==> src/rtl/bsc_pkg.sv <==
// Shared constants for the bridge system-error reporting controller.
// Assumes an 8-bit byte-offset register space and 16-bit registers.
package bsc_pkg;
    localparam int BSC_ADDR_W   = 8;
    localparam int BSC_DATA_W   = 16;
    localparam int BSC_N_EVT    = 6;
    localparam int BSC_EVT_LSB  = 1;   // status/mask bit of evt index 0
    localparam int BSC_SUM_BIT  = 14;  // summary flag position at the summary offset
    localparam int BSC_PAR_IDX  = 0;   // event index of the posted-write parity source
    localparam logic [7:0] BSC_OFS_MASK = 8'h64;
    localparam logic [7:0] BSC_OFS_STAT = 8'h6A;
    localparam logic [7:0] BSC_OFS_SUM  = 8'h1E;
endpackage

==> src/rtl/bsc_mask_reg.sv <==
// Per-source disable mask register.
// It loads the mask bits from the write field whenever wr_en is high.
// Reset clears every bit, which leaves every source enabled.
module bsc_mask_reg #(
    parameter int N = 6
) (
    input  logic         clk,
    input  logic         rst_n,
    input  logic         wr_en,
    input  logic [N-1:0] wr_bits,
    output logic [N-1:0] mask_q
);
    // Load on write; synchronous clear.
    always_ff @(posedge clk) begin
        if (!rst_n)     mask_q <= '0;
        else if (wr_en) mask_q <= wr_bits;
    end
endmodule

==> src/rtl/bsc_sticky_bits.sv <==
// A row of sticky bits with write-one-to-clear.
// Each bit is set by set_i and cleared by clr_i.
// When both are high in the same cycle, the set wins.
module bsc_sticky_bits #(
    parameter int W = 6
) (
    input  logic         clk,
    input  logic         rst_n,
    input  logic [W-1:0] set_i,
    input  logic [W-1:0] clr_i,
    output logic [W-1:0] q
);
    for (genvar i = 0; i < W; i++) begin : g_bit
        // One sticky flop, with set taking priority over clear.
        always_ff @(posedge clk) begin
            if (!rst_n)        q[i] <= 1'b0;
            else if (set_i[i]) q[i] <= 1'b1;
            else if (clr_i[i]) q[i] <= 1'b0;
        end
    end
endmodule

==> src/rtl/bsc_cause_merge.sv <==
// Merges every error cause into per-source hits and a single fire request.
// The logic is purely combinational; the caller registers the result.
// In parity-generate mode, the parity source selected by PAR_IDX is suppressed.
module bsc_cause_merge #(
    parameter int N       = 6,
    parameter int PAR_IDX = 0
) (
    input  logic [N-1:0] evt_i,
    input  logic [N-1:0] mask_i,
    input  logic         parity_gen_i,
    input  logic         sec_serr_i,
    input  logic         serr_en_i,
    input  logic         fwd_en_i,
    input  logic         addr_perr_i,
    input  logic         tgt_abort_i,
    input  logic         perr_resp_i,
    output logic [N-1:0] hit_o,
    output logic         fire_o
);
    logic [N-1:0] src_live;
    logic         fwd_hit;
    logic         par_hit;

    for (genvar i = 0; i < N; i++) begin : g_live
        if (i == PAR_IDX) begin : g_par
            assign src_live[i] = ~parity_gen_i;
        end else begin : g_other
            assign src_live[i] = 1'b1;
        end
    end

    // Decide which sources are accepted and whether any cause fires.
    always_comb begin
        hit_o   = evt_i & ~mask_i & src_live;
        fwd_hit = sec_serr_i & serr_en_i & fwd_en_i;
        par_hit = perr_resp_i & (addr_perr_i | tgt_abort_i);
        fire_o  = (|hit_o) | fwd_hit | par_hit;
    end
endmodule

==> src/rtl/bridge_syserr_ctrl.sv <==
// Top of the bridge system-error reporting controller.
// It holds the disable mask, the sticky event status and the summary flag.
// It produces a registered one-cycle pulse for any accepted cause.
// Assumes event inputs are single-cycle pulses, synchronous to clk.
module bridge_syserr_ctrl #(
    parameter int         ADDR_W   = bsc_pkg::BSC_ADDR_W,
    parameter int         DATA_W   = bsc_pkg::BSC_DATA_W,
    parameter int         N_EVT    = bsc_pkg::BSC_N_EVT,
    parameter int         EVT_LSB  = bsc_pkg::BSC_EVT_LSB,
    parameter int         SUM_BIT  = bsc_pkg::BSC_SUM_BIT,
    parameter int         PAR_IDX  = bsc_pkg::BSC_PAR_IDX,
    parameter logic [7:0] OFS_MASK = bsc_pkg::BSC_OFS_MASK,
    parameter logic [7:0] OFS_STAT = bsc_pkg::BSC_OFS_STAT,
    parameter logic [7:0] OFS_SUM  = bsc_pkg::BSC_OFS_SUM
) (
    input  logic              clk,
    input  logic              rst_n,
    input  logic [ADDR_W-1:0] reg_addr,
    input  logic [DATA_W-1:0] reg_wdata,
    input  logic              reg_we,
    output logic [DATA_W-1:0] reg_rdata,
    input  logic [N_EVT-1:0]  evt_i,
    input  logic              sec_serr_i,
    input  logic              addr_perr_i,
    input  logic              tgt_abort_i,
    input  logic              cmd_serr_en_i,
    input  logic              cmd_perr_resp_i,
    input  logic              bctl_serr_fwd_i,
    input  logic              diag_parity_gen_i,
    output logic              syserr_o
);
    localparam int EVT_MSB = EVT_LSB + N_EVT - 1;

    logic              hit_mask, hit_stat, hit_sum;
    logic [N_EVT-1:0]  wr_field;
    logic [N_EVT-1:0]  mask_q;
    logic [N_EVT-1:0]  stat_q;
    logic [N_EVT-1:0]  evt_hit;
    logic [N_EVT-1:0]  stat_clr;
    logic              fire;
    logic              sec_q;
    logic              syserr_q;
    logic              unused_wbits;

    // Decode the offset and pull out the event field of the write data.
    always_comb begin
        hit_mask = (reg_addr == ADDR_W'(OFS_MASK));
        hit_stat = (reg_addr == ADDR_W'(OFS_STAT));
        hit_sum  = (reg_addr == ADDR_W'(OFS_SUM));
        wr_field = reg_wdata[EVT_MSB:EVT_LSB];
        stat_clr = (reg_we && hit_stat) ? wr_field : '0;
    end

    assign unused_wbits = ^reg_wdata;

    bsc_mask_reg #(.N(N_EVT)) u_mask (
        .clk     (clk),
        .rst_n   (rst_n),
        .wr_en   (reg_we & hit_mask),
        .wr_bits (wr_field),
        .mask_q  (mask_q)
    );

    bsc_cause_merge #(.N(N_EVT), .PAR_IDX(PAR_IDX)) u_merge (
        .evt_i        (evt_i),
        .mask_i       (mask_q),
        .parity_gen_i (diag_parity_gen_i),
        .sec_serr_i   (sec_serr_i),
        .serr_en_i    (cmd_serr_en_i),
        .fwd_en_i     (bctl_serr_fwd_i),
        .addr_perr_i  (addr_perr_i),
        .tgt_abort_i  (tgt_abort_i),
        .perr_resp_i  (cmd_perr_resp_i),
        .hit_o        (evt_hit),
        .fire_o       (fire)
    );

    bsc_sticky_bits #(.W(N_EVT)) u_stat (
        .clk   (clk),
        .rst_n (rst_n),
        .set_i (evt_hit),
        .clr_i (stat_clr),
        .q     (stat_q)
    );

    bsc_sticky_bits #(.W(1)) u_sum (
        .clk   (clk),
        .rst_n (rst_n),
        .set_i (fire),
        .clr_i (reg_we & hit_sum & reg_wdata[SUM_BIT]),
        .q     (sec_q)
    );

    // Register the merged cause so that the pulse is clean and lasts one cycle.
    always_ff @(posedge clk) begin
        if (!rst_n) syserr_q <= 1'b0;
        else        syserr_q <= fire;
    end

    assign syserr_o = syserr_q;

    // Read multiplexer; unused bits and unmapped offsets return zero.
    always_comb begin
        reg_rdata = '0;
        if (hit_mask)      reg_rdata[EVT_MSB:EVT_LSB] = mask_q;
        else if (hit_stat) reg_rdata[EVT_MSB:EVT_LSB] = stat_q;
        else if (hit_sum)  reg_rdata[SUM_BIT]         = sec_q;
    end
endmodule

==> config.mk <==
export PLATFORM = sky130hd
export DESIGN_NAME = bridge_syserr_ctrl
export DESIGN_NICKNAME = d
export VERILOG_FILES = /design/src/rtl/bsc_pkg.sv /design/src/rtl/bsc_mask_reg.sv /design/src/rtl/bsc_sticky_bits.sv /design/src/rtl/bsc_cause_merge.sv /design/src/rtl/bridge_syserr_ctrl.sv
export SDC_FILE = /design/constraint.sdc
export NUM_CORES = 1
export LEC_CHECK = 0
export BUFFER_PORTS_ARGS = -buffer_cell sky130_fd_sc_hd__buf_2
export CAP_MARGIN = 20
export CORE_MARGIN = 1.5
export CORE_UTILIZATION = 25
export DETAILED_ROUTE_END_ITERATION = 7
export GPL_TIMING_DRIVEN = 1
export HOLD_SLACK_MARGIN = 0.1
export PLACE_DENSITY_LB_ADDON = 0.12
export SLEW_MARGIN = 20
export SYNTH_ARGS = -nofsm -noshare
export SYNTH_HDL_FRONTEND = slang
export SYNTH_SLANG_ARGS = --single-unit
export TNS_END_PERCENT = 1
==> constraint.sdc <==
create_clock -name clk -period 2.5 [get_ports clk]
set_input_delay 0.5 -clock clk [delete_from_list [all_inputs] [get_ports clk]]
set_output_delay 0.5 -clock clk [all_outputs]
set_load 0.02 [all_outputs]
==> run_results.csv <==
group,metric,value,unit
yosys,syn_area,812,um^2
clock_tree,cts.path.max_buffers,2,
floorplanning,floorplan.core_area,3080,um^2
critical_path,cp_data_required_time,2.00,ns
clock_tree,buffers_inserted_during_post_cts_setup_optimization,0,
sta,setup-violations-final,0,
sta,final_period_minus_worst_setup_slack,2.07,ns
floorplanning,die-area,3600,um^2
yosys,post_synth_main_area_contributors,"dfxtp_1, buf_4, nand2b_1, nand3_1, nand2_1",
detailed_routing,post_drt_via_cell_ratio,4.56,
clock_tree,cts_hold_repair.buffers,0,
floorplanning,ioPinCount,57,
yosys,async_reset_ff_frac,0,
detailed_routing,wl_per_cell,12.3,um
outcome,run_status,"complete, no violations",
critical_path,arr_time_crit_path,1.57,ns
sta,max_freq,0.483,GHz
yosys,distinct_cell_type_count_after_synthesis,23,
critical_path,crit_path_max_fanout,6,
detailed_routing,vias,811,
global_route,grt_first_pass_wirelength,3.54,mm
yosys,ys_warn_count,0,
yosys,synth_area_per_cell,8.64,um^2
floorplanning,die-width,60.0,um
sta,total_count_of_max_transition_violations_in_the_final_report,0,
global_route,groute.usage.overall,0.134,
yosys,synth_enable_flop_cells,0,
yosys,ys_top_cells_by_count,"dfxtp_1, nand2_1, nand2b_1, nand3_1, buf_4",
flow_run,drv.max_cap_violation_count,0,
floorplanning,die_height,60.0,um
cells_and_area,area_growth,29.1,%
clock_tree,post_cts.resized_instances,0,
clock_tree,tritoncts,"yes",
yosys,synth.largest_area_cell,"dfxtp_1",
global_route,grt_start_max_net_pins,15,
hold_path,min_path_type,"input port to flop",
clock_tree,clock_insertion_delay_worst_skew,0.28,ns
cells_and_area,design.final.nets,175,
critical_path,crit_path_start_kind,"input port",
sta,fin_ws,0.431,ns
yosys,yosys.area.top_type_share,0.345,
clock_tree,cts_num_sinks,14,
cells_and_area,stdcell_count,178,
sta,worst_clock_skew,0.00498,ns
yosys,top_ff_cell_synth,"dfxtp_1",
pwr,pwr_cell_area,460,nW/um^2
detailed_routing,drtPass1Iterations,4,
floorplanning,rows,20,
global_route,global_route_total_overflow,0,
placed_design,dp_worst_setup_slack,0.435,ns
pwr,power.static_leakage,0.478,nW
clock_tree,clock-root-buffer,"clkbuf_4",
cells_and_area,layout-drive-gt1-share,0.373,
cells_and_area,num_antenna_cells,0,
sta,timing.final.hold_violations,0,
detailed_routing,drt_wl_total,2.19,mm
yosys,synth_cells,94,
critical_path,timing_worst_setup_path_type,"input port to output pin",
global_route,first_global_vias,766,
placed_design,place_inst,174,
placed_design,routabilityCongestion,0.692,
global_route,antenna_found_initial,0,
sta,tns,0,ns
placed_design,port_bufs,38,
detailed_routing,drt_drc_violations_left,0,
sta,period_share,0.828,
detailed_routing,ant_nets,0,
detailed_routing,initial_detailed_routing_violation_count,32,
sta,rsz0062_at_grt,"false",
floorplanning,starting_utilization_of_the_core_area,0.264,
yosys,ys_seq_area_frac,0.345,
pwr,power,0.483,mW
clock_tree,cts_made_buffers,3,
critical_path,timing.critical_path.to_type,"output pin",
clock_tree,max_h_tree_level,1,
pwr,max-vdd-ir-drop,110,uV
yosys,synth-seq-cells,14,
placed_design,place.detailed.hpwl,1.63,mm
clock_tree,clk_pin_slew_worst_paths,0.10,ns
## critical path, cell delays in order
cell	delay, ns
buf_2	0.10
and4bb_2	0.32
nor3b_2	0.16
buf_4	0.17
a22o_1	0.15
buf_2	0.16
## cell usage in the layout, fill, tap and decap left out, types with 2 or more instances in the layout
cell type,instances
nand2_1,14
nand2b_1,11
buf_4,2
a22o_1,6
nand3_1,11
a31oi_1,6
clkbuf_4,3
buf_2,38
conb_1,9
a21boi_0,6
nor3_1,2
dfxtp_1,14
## flip-flops by register name, summed over array words and instances (netlist names)
| signal | flops |
|---|---|
| syserr_o | 1 |
| u_mask.mask_q | 6 |
| u_stat.q | 6 |
| u_sum.q | 1 |
## report_power, final
group / switching [mW] / total (mW) / internal [mW]
clock: 0.0823 / 0.171 / 0.0886
sequential: 0.00358 / 0.236 / 0.232
combinational: 0.0430 / 0.0763 / 0.0333
## per-stage QoR
| stage | cell area [um^2] | hold WS, ns | utilization |
|---|---|---|---|
| 2_1_floorplan | 842 | 0.449 | - |
| 3_3_place_gp | 1010 | 0.461 | 0.329 |
| 3_5_place_dp | 1010 | 0.475 | 0.329 |
| 4_1_cts | 1050 | 0.395 | 0.341 |
| 5_1_grt | 1050 | 0.382 | 0.341 |
| 6_report | 1050 | 0.398 | 0.341 |
## final cells by class
cell class / count / area (um^2)
clock buffer: 4 / 36.3
multi-input combinational: 76 / 472
sequential: 14 / 280
fill: 331 / 2030
tap: 44 / 55.1
timing repair buffer: 40 / 205
## layer usage
| metal | global-route usage | up-vias | routed length (um) |
|---|---|---|---|
| met5 | 0 | - | 0 |
| met4 | 0.0698 | 0 | 27 |
| met3 | 0.0260 | 2 | 146 |
| met2 | 0.210 | 39 | 982 |
| met1 | 0.174 | 371 | 1030 |
| li1 | - | 399 | - |
## worst paths after layout
check / startpoint / end / slack, ns / depth (start not counted)
worst max-delay path: reg_addr[7] / reg_rdata[1] / 0.43 / 6
worst min-delay path: reg_wdata[5] / u_stat.q[4] / 0.40 / 2
worst min register to register: u_mask.mask_q[5] / u_mask.mask_q[5] / 0.48 / 2
worst max register to register: u_mask.mask_q[1] / u_sum.q / 1.25 / 4
## cells by family (layout without fill, tap and decap cells)
group           Yosys count  after routing  synth area share
compound gates           21             21             0.194
flops                    14             14             0.345
simple gates             46             46             0.345
buf+inv                  12             44             0.111
other cells               1              9           0.00462
No activity file was read; power rests on OpenSTA's default activity.
